==> src/rtl/irq_status_pkg.sv <==
package irq_status_pkg;
  typedef struct packed {
    logic loadCode;
    logic setSi;
    logic clrSi;
    logic loadEn;
  } strobe_t;
endpackage

==> src/rtl/irq_status_ctrl.sv <==
module irq_status_ctrl
  import irq_status_pkg::*;
#(
  parameter int CODE_W = 5,
  parameter logic [CODE_W-1:0] IDLE_CODE = {CODE_W{1'b1}}
) (
  input  logic              evtValid,
  input  logic [CODE_W-1:0] evtCode,
  input  logic              hostWrEn,
  input  logic              hostWrSi,
  output strobe_t           strb
);
  logic isIdle;

  always_comb begin
    isIdle        = (evtCode == IDLE_CODE);
    strb.loadCode = evtValid;
    strb.setSi    = evtValid && !isIdle;
    // the event wins over a host clear in the same cycle
    strb.clrSi    = (evtValid && isIdle) || (!evtValid && hostWrEn && !hostWrSi);
    strb.loadEn   = hostWrEn;
  end
endmodule

==> src/rtl/irq_status_dp.sv <==
module irq_status_dp
  import irq_status_pkg::*;
#(
  parameter int CODE_W = 5,
  parameter int PAD_W = 3,
  parameter logic [CODE_W-1:0] IDLE_CODE = {CODE_W{1'b1}},
  localparam int STAT_W = CODE_W + PAD_W
) (
  input  logic              clk,
  input  logic              rstN,
  input  strobe_t           strb,
  input  logic [CODE_W-1:0] evtCode,
  input  logic              hostWrIntEn,
  input  logic              sclIn,
  output logic [STAT_W-1:0] statusOut,
  output logic              siFlag,
  output logic              irqReq,
  output logic              sclHold
);
  logic [CODE_W-1:0] codeQ;
  logic              siQ;
  logic              intEnQ;
  logic              lowSeenQ;

  always_ff @(posedge clk) begin
    if (!rstN) begin
      codeQ    <= IDLE_CODE;
      siQ      <= 1'b0;
      intEnQ   <= 1'b0;
      lowSeenQ <= 1'b0;
    end else begin
      if (strb.loadCode) codeQ <= evtCode;
      if (strb.setSi) siQ <= 1'b1;
      else if (strb.clrSi) siQ <= 1'b0;
      if (strb.loadEn) intEnQ <= hostWrIntEn;
      // remember a low SCL phase seen while the flag is up
      lowSeenQ <= siQ && (lowSeenQ || !sclIn);
    end
  end

  assign statusOut = {codeQ, {PAD_W{1'b0}}};
  assign siFlag    = siQ;
  assign irqReq    = siQ && intEnQ;
  assign sclHold   = siQ && (lowSeenQ || !sclIn);
endmodule

==> src/rtl/irq_status_unit.sv <==
module irq_status_unit
  import irq_status_pkg::*;
#(
  parameter int CODE_W = 5,
  parameter int PAD_W = 3,
  parameter logic [CODE_W-1:0] IDLE_CODE = {CODE_W{1'b1}},
  localparam int STAT_W = CODE_W + PAD_W
) (
  input  logic              clk,
  input  logic              rstN,
  input  logic              evtValid,
  input  logic [CODE_W-1:0] evtCode,
  input  logic              hostWrEn,
  input  logic              hostWrSi,
  input  logic              hostWrIntEn,
  input  logic              sclIn,
  output logic [STAT_W-1:0] statusOut,
  output logic              siFlag,
  output logic              irqReq,
  output logic              sclHold
);
  strobe_t strb;

  irq_status_ctrl #(.CODE_W(CODE_W), .IDLE_CODE(IDLE_CODE)) u_ctrl (
    .evtValid(evtValid), .evtCode(evtCode),
    .hostWrEn(hostWrEn), .hostWrSi(hostWrSi), .strb(strb)
  );

  irq_status_dp #(.CODE_W(CODE_W), .PAD_W(PAD_W), .IDLE_CODE(IDLE_CODE)) u_dp (
    .clk(clk), .rstN(rstN), .strb(strb), .evtCode(evtCode),
    .hostWrIntEn(hostWrIntEn), .sclIn(sclIn),
    .statusOut(statusOut), .siFlag(siFlag), .irqReq(irqReq), .sclHold(sclHold)
  );
endmodule

==> config.mk <==
export PLATFORM = sky130hd
export DESIGN_NAME = irq_status_unit
export DESIGN_NICKNAME = d
export VERILOG_FILES = /design/src/rtl/irq_status_pkg.sv /design/src/rtl/irq_status_ctrl.sv /design/src/rtl/irq_status_dp.sv /design/src/rtl/irq_status_unit.sv
export SDC_FILE = /design/constraint.sdc
export NUM_CORES = 1
export LEC_CHECK = 0
export ABC_AREA = 1
export BUFFER_PORTS_ARGS = -buffer_cell sky130_fd_sc_hd__buf_2
export CAP_MARGIN = 20
export CORE_AREA = 5 5 42 44
export DETAILED_ROUTE_END_ITERATION = 8
export DIE_AREA = 0 0 47 49
export PLACE_DENSITY_LB_ADDON = 0.12
export SKIP_LAST_GASP = 1
export SLEW_MARGIN = 20
export SYNTH_ARGS = -nofsm -noshare
export SYNTH_HDL_FRONTEND = slang
export SYNTH_SLANG_ARGS = --single-unit
==> constraint.sdc <==
create_clock -name clk -period 0.85 [get_ports clk]
set_input_delay 0.1275 -clock clk [delete_from_list [all_inputs] [get_ports clk]]
set_output_delay 0.1275 -clock clk [all_outputs]
set_load 0.01 [all_outputs]
==> results of run 1 <==
## repair_timing
item	in CTS	in global routing
buffers inserted	1	0
hold buffers	0	0
resized for setup	3	8
pin swaps	1	0
setup endpoints to repair	3	8
## per-layer routing
layer	track usage [%]	routed length, um	part of all wire, %
met5	0	0	0
met4	8.29	18	2.3
met3	2.58	69	8.8
met2	11.3	382	49
met1	8.61	312	40
## final cells by class
cell class              instances  area share [%]
clock buffers                   3            4.50
flip-flops and latches          8            33.8
inverters                       6            4.50
well taps                      16            4.00
multi-input cells              31            27.7
repair buffers                 20            25.5
## synthesized netlist by cell type
cell type and number:
nor2_1 2, o21ai_0 1, and2_1 1, conb_1 1
a21boi_2 1, nand2_2 1, nand2_1 15, a21oi_1 2
inv_1 6, dfxtp_1 8, buf_4 3, nand3_1 5
## final timing paths
kind                       from            end  slack, ps  cells past startpoint
hold / removal         hostWrEn    u_dp.intEnQ         70                      2
setup reg to reg    u_dp.siFlag    u_dp.siFlag        110                      3
hold reg to reg   u_dp.codeQ[2]  u_dp.codeQ[2]        440                      2
setup / recovery    u_dp.siFlag        sclHold       -140                      2
## power groups by stage
stage               sequential [uW]  clock [uW]  combinational, uW
floorplan                       430           0               60.3
global placement                420           0                128
detailed placement              420           0                128
CTS                             413         303                139
global route                    423         325                168
finish                          418         290                146
## flip-flops by register name (all words and copies together), names as in the netlist
signal / flops
u_dp.lowSeenQ: 1
u_dp.codeQ: 5
u_dp.intEnQ: 1
u_dp.siFlag: 1
## stage by stage
step / hold WS, ps / area [um^2]
2_1_floorplan: 212 / 344
3_3_place_gp: 341 / 437
3_5_place_dp: 338 / 437
4_1_cts: 65.1 / 475
5_1_grt: 77.8 / 500
6_report: 66.9 / 500
## cells by family after synthesis
kind of cell / after synthesis / synth area share (%)
AOI/OAI and AO/OA: 4 / 7.81
other: 1 / 1.11
DFF: 8 / 47.6
buffers and inverters: 9 / 13.4
and+or+nand+nor: 24 / 30.1
==> impl_metrics.toml, run 1 <==
[run_status]
status = "complete, but fails checks"
violations = "setup timing"

[synth]
yosys_register_bits = 8
synth_top_area_share_pct = 47.6
synthCells = 46
synth_cell_type_count = 12
avgSynthCellArea_um2 = 7.32
syn_area_um2 = 337
synth_warnings = 0
yosysTopAreaCell = "dfxtp_1"
yosysSeqAreaShare_pct = 47.6
synthTopCellsByArea = "dfxtp_1 (48%), nand2_1 (17%), nand3_1 (7.4%)"

[power]
p_int_uw = 641
power.leakage_uw = 0.000274
p_sw_share_pct = 25.0
p_total_uw = 855
pwr-share-seq_pct = 48.9
p_comb_share_pct = 17.1
clock_power_share_pct = 33.9
p_switching_uw = 214
powerDensity_mw_per_mm2 = 1710
irDropWorstVdd_v = 0.000531

[clock_tree]
cts-root-buf = "clkbuf_4"
cts.sinks = 8
worstSkewPairLatency_ps = 250
clk_pin_slew_ps = 60
clock_path_buffers = 2
cts_buffers = 3
tritoncts = "built"
htree_levels = 1

[critical_path]
start_kind = "register"
criticalPathCategory = "register to primary output"
slowest_delay_ps = 330
cp-end-kind = "primary output"
cp_max_fo = 3
cp.required_ps = 720
path_cells = "a21boi_2 -> buf_2"
crit_buf_inv = 1
worstPathArrival_ps = 870
worst_path_dominant_cell_family = "flip-flops"
slowest_stage = "dfxtp_2"

[routing]
routed_wl_um = 783
routed-via-count = 335
routedWlPerCell_um = 9.32
drc_errors = 0
drtPass1Iterations = 2
drt-vias-per-instance = 3.99
detail-route-antenna-nets = 0
drt_iter0_drc = 6

[timing]
fmax_mhz = 1010
worst_slack_ps = -143
post-route-min-period_ps = 993
setup-tns-final_ps = -292
rsz0062_at_grt = "true"
finalSetupViolCount = 3
period_share_pct = 117
final-hold-violation-count = 0
clock_skew_ps = 0.00119
finalMaxSlewViolations = 0

[placed_design]
portBuffers = 19
pre_cts_ws_ps = 82.8
placed_cells = 80
dp_hpwl_um = 609
place.gp.congestion = 0.621

[finish]
insertedDiodeCount = 0
regArea_um2 = 169
utilization_pct = 35.7
multiInputGateArea_um2 = 139
final_cell_mix = "nand2_1 (15), buf_2 (15), dfxtp_2 (7), inv_1 (6), nand3_1 (5)"
fillers = 167
final_cells = 84
drive_gt1_share_pct = 47.1
area_growth_pct = 48.7
fin_nets = 82

[die]
die_h_um = 49
rows = 14
ios = 23
initial_utilization_pct = 24.0
core_mm2 = 0.00140
die_x_um = 47
dieArea_mm2 = 0.00230

[global_route]
antenna_found_initial = 0
grt_usage_pct = 8.04
grt_max_degree = 9
grt_pass1_wl_um = 1290
overflow = 0
grt_pass1_vias = 350

[job]
maxCapViolations = 0

[hold_path]
hold_path.class = "input port to register"
Power figures use the tool's default switching activity.
==> inputs of run 2 (changes only) <==
--- a/config.mk
+++ b/config.mk
@@ -11,7 +11,8 @@
 export CORE_AREA = 5 5 42 44
 export DETAILED_ROUTE_END_ITERATION = 8
 export DIE_AREA = 0 0 47 49
-export PLACE_DENSITY_LB_ADDON = 0.12
+export PLACE_DENSITY = 0.54
+export RECOVER_POWER = 100
 export SKIP_LAST_GASP = 1
 export SLEW_MARGIN = 20
 export SYNTH_ARGS = -nofsm -noshare
==> run 2 against run 1 <==
Effect of this change:
- largest cell class unchanged
- flip-flop and latch count stayed put
- die area stayed put
- global-route usage hardly changed
- via count is 2.7% higher
- the run still ends with setup timing left
- non-clock buffer count stayed put
- first-iteration DRC count stayed put
- sequential share of layout area is 0.63 points higher
- fmax is 2.5% lower
- hold slack better by 10 ps
- critical path type unchanged
- combinational power is 6% lower
==> impl_metrics.toml, run 2 (synthesized netlist as in run 1, its figures left out) <==
[hold_path]
min-delay-start = "hostWrEn"
hold_depth = 2
hold_path.class = "input port to register"
min_to = "u_dp.intEnQ"

[timing]
rsz0062_at_grt = "true"
post-route-min-period_ps = 1020
fmax_mhz = 982
worst_slack_ps = -168
clock_skew_ps = 0.0729
finalSetupViolCount = 3
finalMaxSlewViolations = 0
holdWs_ps = 77.1
period_share_pct = 120
final-hold-violation-count = 0

[critical_path]
r2r-start = "u_dp.siFlag"
worstPathArrival_ps = 890
criticalPathCategory = "register to primary output"
r2r_slack_ps = 120
cp_max_fo = 4
slowest_stage = "dfxtp_4"
worst_r2r_endpoint = "u_dp.lowSeenQ"
r2r_cells = 2
cp-end-kind = "primary output"
path_cells = "a21boi_2 -> buf_2"
start_kind = "register"
slowest_delay_ps = 350
cp.required_ps = 720

[clock_tree]
cts_buffers = 3
htree_levels = 1
cts.sinks = 8
clk_pin_slew_ps = 50
worstSkewPairLatency_ps = 250
cts-root-buf = "clkbuf_4"
clock_path_buffers = 2
tritoncts = "built"

[run_status]
status = "complete, but fails checks"
violations = "setup timing"

[job]
maxCapViolations = 0

[power]
power.leakage_uw = 0.000266
irDropWorstVdd_v = 0.000556
powerDensity_mw_per_mm2 = 1750

[finish]
fillers = 166
final_common_cell = "buf_2"
final_cell_mix = "buf_2 (18), nand2_1 (15), dfxtp_1 (7), inv_1 (6), nand3_1 (5)"
largest-register = "u_dp.codeQ"
largest_reg_flops = 5
area_growth_pct = 41.6
fin_nets = 82
drive_gt1_share_pct = 38.2
insertedDiodeCount = 0

[die]
ios = 23
initial_utilization_pct = 24.0
core_mm2 = 0.00140
die_x_um = 47
die_h_um = 49
rows = 14
dieArea_mm2 = 0.00230

[placed_design]
dp_hpwl_um = 670
pre_cts_ws_ps = 71.3
place.gp.congestion = 0.737
portBuffers = 19

[routing]
drt-vias-per-instance = 4.10
detail-route-antenna-nets = 0
routed-via-count = 344
routed_wl_um = 845
drtPass1Iterations = 3
drc_errors = 0
routedWlPerCell_um = 10.1
drt_iter0_drc = 6

[global_route]
grt_usage_pct = 8.03
overflow = 0
grt_max_degree = 9
grt_pass1_wl_um = 1290
antenna_found_initial = 0
grt_pass1_vias = 343
## run 2: power by group
group	switching [uW]	leakage (uW)	internal, uW
registers	12.5	0.0000671	400
logic	73.3	0.000186	63.6
clock network	122	0.0000138	161
## run 2: layout make-up
class	count	area [um^2]	share of cell area [%]
flip-flops and latches	8	164	34.4
multi-input cells	31	139	29.1
repair buffers	20	109	22.8
clock buffers	3	22.5	4.72
inverters	6	22.5	4.72
well taps	16	20.0	4.20
## run 2: layer usage
metal / vias up / GRT usage [%] / routed length, um
li1: 179 / - / -
met1: 153 / 7.49 / 296
met2: 10 / 12.4 / 475
met3: 2 / 2.58 / 50
met4: 0 / 8.29 / 22
met5: - / 0 / 0
## run 2: metrics by stage
stage                     cells  util, %  TNS, ps  area, um^2  total power (uW)
after floorplan              48        -        0         344               491
after global placement       80     31.2        0         437               547
after detailed placement     80     31.2        0         437               550
after CTS                    83     32.9     -286         460               839
after global routing         84     34.0     -612         477               896
final                        84     34.0     -375         477               833
## run 2: worst max path at each step
stage	from	endpoint	slack (ps)	cells after the start
after floorplan	u_dp.siFlag	u_dp.lowSeenQ	40	2
after global placement	u_dp.siFlag	sclHold	90	2
after detailed placement	u_dp.siFlag	sclHold	70	2
after CTS	u_dp.siFlag	sclHold	-170	2
after global routing	u_dp.siFlag	sclHold	-220	2
final	u_dp.siFlag	sclHold	-170	2
## run 2: worst max-delay path: cells and delay by family (launching register included)
family | cells | cell delay (ps)
flops | 1 | 350
buf+inv | 1 | 140
compound gates | 1 | 150
## run 2: timing repair
| item | 4_1_cts | 5_1_grt |
|---|---|---|
| setup endpoints to repair | 3 | 8 |
| hold buffers | 0 | 0 |
| gates resized for setup | 1 | 7 |
| pin swaps | 1 | 0 |
| buffers inserted | 0 | 1 |
==> inputs of run 3 (changes only) <==
--- a/config.mk
+++ b/config.mk
@@ -11,6 +11,7 @@
 export CORE_AREA = 5 5 42 44
 export DETAILED_ROUTE_END_ITERATION = 8
 export DIE_AREA = 0 0 47 49
+export GPL_TIMING_DRIVEN = 0
 export PLACE_DENSITY = 0.54
 export RECOVER_POWER = 100
 export SKIP_LAST_GASP = 1
==> run 3 against run 2 <==
Effect of this change:
- the flow still finishes with violations (setup timing)
- final area up 9.4%
- critical path type unchanged
- register-to-register slack better by 20 ps
- cell count up 3.6%
- fmax up 1.1%
- largest cell class unchanged
- die area unchanged
- setup slack better by 11 ps
- combinational power up 14%
- clock skew about the same
- non-clock buffer count up 3
- global-route usage down 0.41 points
- routed wire length down 8.9%
==> impl_metrics.toml, run 3 (synthesized netlist as in run 1, its figures left out) <==
[die]
die_x_um = 47
ios = 23
core_mm2 = 0.00140
die_h_um = 49
initial_utilization_pct = 24.0
dieArea_mm2 = 0.00230
rows = 14

[placed_design]
dp_hpwl_um = 625
place.gp.congestion = 0.749
portBuffers = 19
place_area_um2 = 459

[critical_path]
path_cells = "a21boi_2 -> buf_2"
worst_r2r_endpoint = "u_dp.lowSeenQ"
worstPathArrival_ps = 880
r2r_slack_ps = 140
r2r_cells = 2
criticalPathCategory = "register to primary output"
worst_path_dominant_cell_family = "flip-flops"
cp_max_fo = 4
slowest_delay_ps = 340
slowest_stage = "dfxtp_2"
cp.required_ps = 720
start_kind = "register"
r2r-start = "u_dp.siFlag"
cp-end-kind = "primary output"
crit_buf_inv = 1

[routing]
drtPass1Iterations = 2
routed-via-count = 337
drt_iter0_drc = 4
drt-vias-per-instance = 3.87
routedWlPerCell_um = 8.85
detail-route-antenna-nets = 0
drc_errors = 0
routed_wl_um = 770

[finish]
fin_nets = 85
insertedDiodeCount = 0
drive_gt1_share_pct = 47.9
area_growth_pct = 55.0
largest_reg_flops = 5
final_cell_mix = "nand2_1 (15), buf_2 (15), inv_1 (6), dfxtp_2 (6), nand3_1 (5)"
utilization_pct = 37.2
largest-register = "u_dp.codeQ"
stdcell_area_um2 = 522

[timing]
finalMaxSlewViolations = 0
fmax_mhz = 992
post-route-min-period_ps = 1010
worst_slack_ps = -158
holdWs_ps = 77.7
clock_skew_ps = 0.0745
finalSetupViolCount = 3
period_share_pct = 119
rsz0062_at_grt = "true"
final-hold-violation-count = 0
setup-tns-final_ps = -312

[job]
maxCapViolations = 0

[global_route]
grt_max_degree = 9
antenna_found_initial = 0
grt_pass1_wl_um = 1170
grt_pass1_vias = 307
overflow = 0
grt_usage_pct = 7.62

[power]
power.leakage_uw = 0.000290
powerDensity_mw_per_mm2 = 1630
irDropWorstVdd_v = 0.000707

[clock_tree]
cts-hold-fix-buffers = 0
clock_path_buffers = 2
cts_buffers = 3
worstSkewPairLatency_ps = 240
clk_pin_slew_ps = 50
cts.sinks = 8
cts-root-buf = "clkbuf_4"
tritoncts = "built"
htree_levels = 1

[hold_path]
min_to = "u_dp.intEnQ"
hold_depth = 2
hold_path.class = "input port to register"
min-delay-start = "hostWrEn"

[run_status]
status = "complete, but fails checks"
violations = "setup timing"
-- run 3: cell types whose count changed in the layout (fill, tap and decap cells not counted) --
cell | before | now
buf_2 | 18 | 15
buf_4 | 1 | 4
buf_6 | 1 | 4
dfxtp_1 | 7 | 2
dfxtp_4 | 1 | 0
dfxtp_2 | 0 | 6
-- run 3: worst max-delay path by stage --
stage	startpoint	to	slack (ps)	cells past startpoint
floorplan	u_dp.siFlag	u_dp.lowSeenQ	40	2
global placement	u_dp.siFlag	sclHold	70	2
detailed placement	u_dp.siFlag	sclHold	60	2
CTS	u_dp.siFlag	sclHold	-180	2
global route	u_dp.siFlag	sclHold	-220	2
finish	u_dp.siFlag	sclHold	-160	2
-- run 3: timing repair --
item,4_1_cts,5_1_grt
setup buffers,0,1
resized for setup,2,8
endpoints found under the setup margin,4,8
pin swaps,1,0
-- run 3: per-stage QoR --
step	total power [uW]	setup slack [ps]	cells
4_1_cts	847	-180	86
3_3_place_gp	557	67.6	83
2_1_floorplan	491	39.1	48
5_1_grt	921	-225	87
6_report	853	-158	87
3_5_place_dp	559	60.8	83
-- run 3: worst register-to-register path: stages, from the launching register on --
cell and delay (ps):
dfxtp_2 330, a21boi_2 150, and2_1 130
-- run 3: report_power, final --
part	internal, uW	switching, uW	total (uW)
registers	405	14.6	420
clock network	161	117	277
logic	83.3	72.6	156
total	649	204	853
-- run 3: metal layers --
| metal | GRT usage [%] | up-vias | wire, um |
|---|---|---|---|
| met3 | 2.58 | 2 | 43 |
| met2 | 10.6 | 8 | 430 |
| li1 | - | 186 | - |
| met1 | 7.30 | 141 | 274 |
| met5 | 0 | - | 0 |
| met4 | 9.68 | 0 | 22 |
-- run 3: layout make-up --
type / count / area (um^2)
repair buffers: 20 / 128
well taps: 16 / 20.0
flip-flops and latches: 8 / 168
fillers: 162 / 880
plain buffers: 3 / 22.5
inverters: 6 / 22.5
multi-input cells: 31 / 139
clock buffers: 3 / 22.5
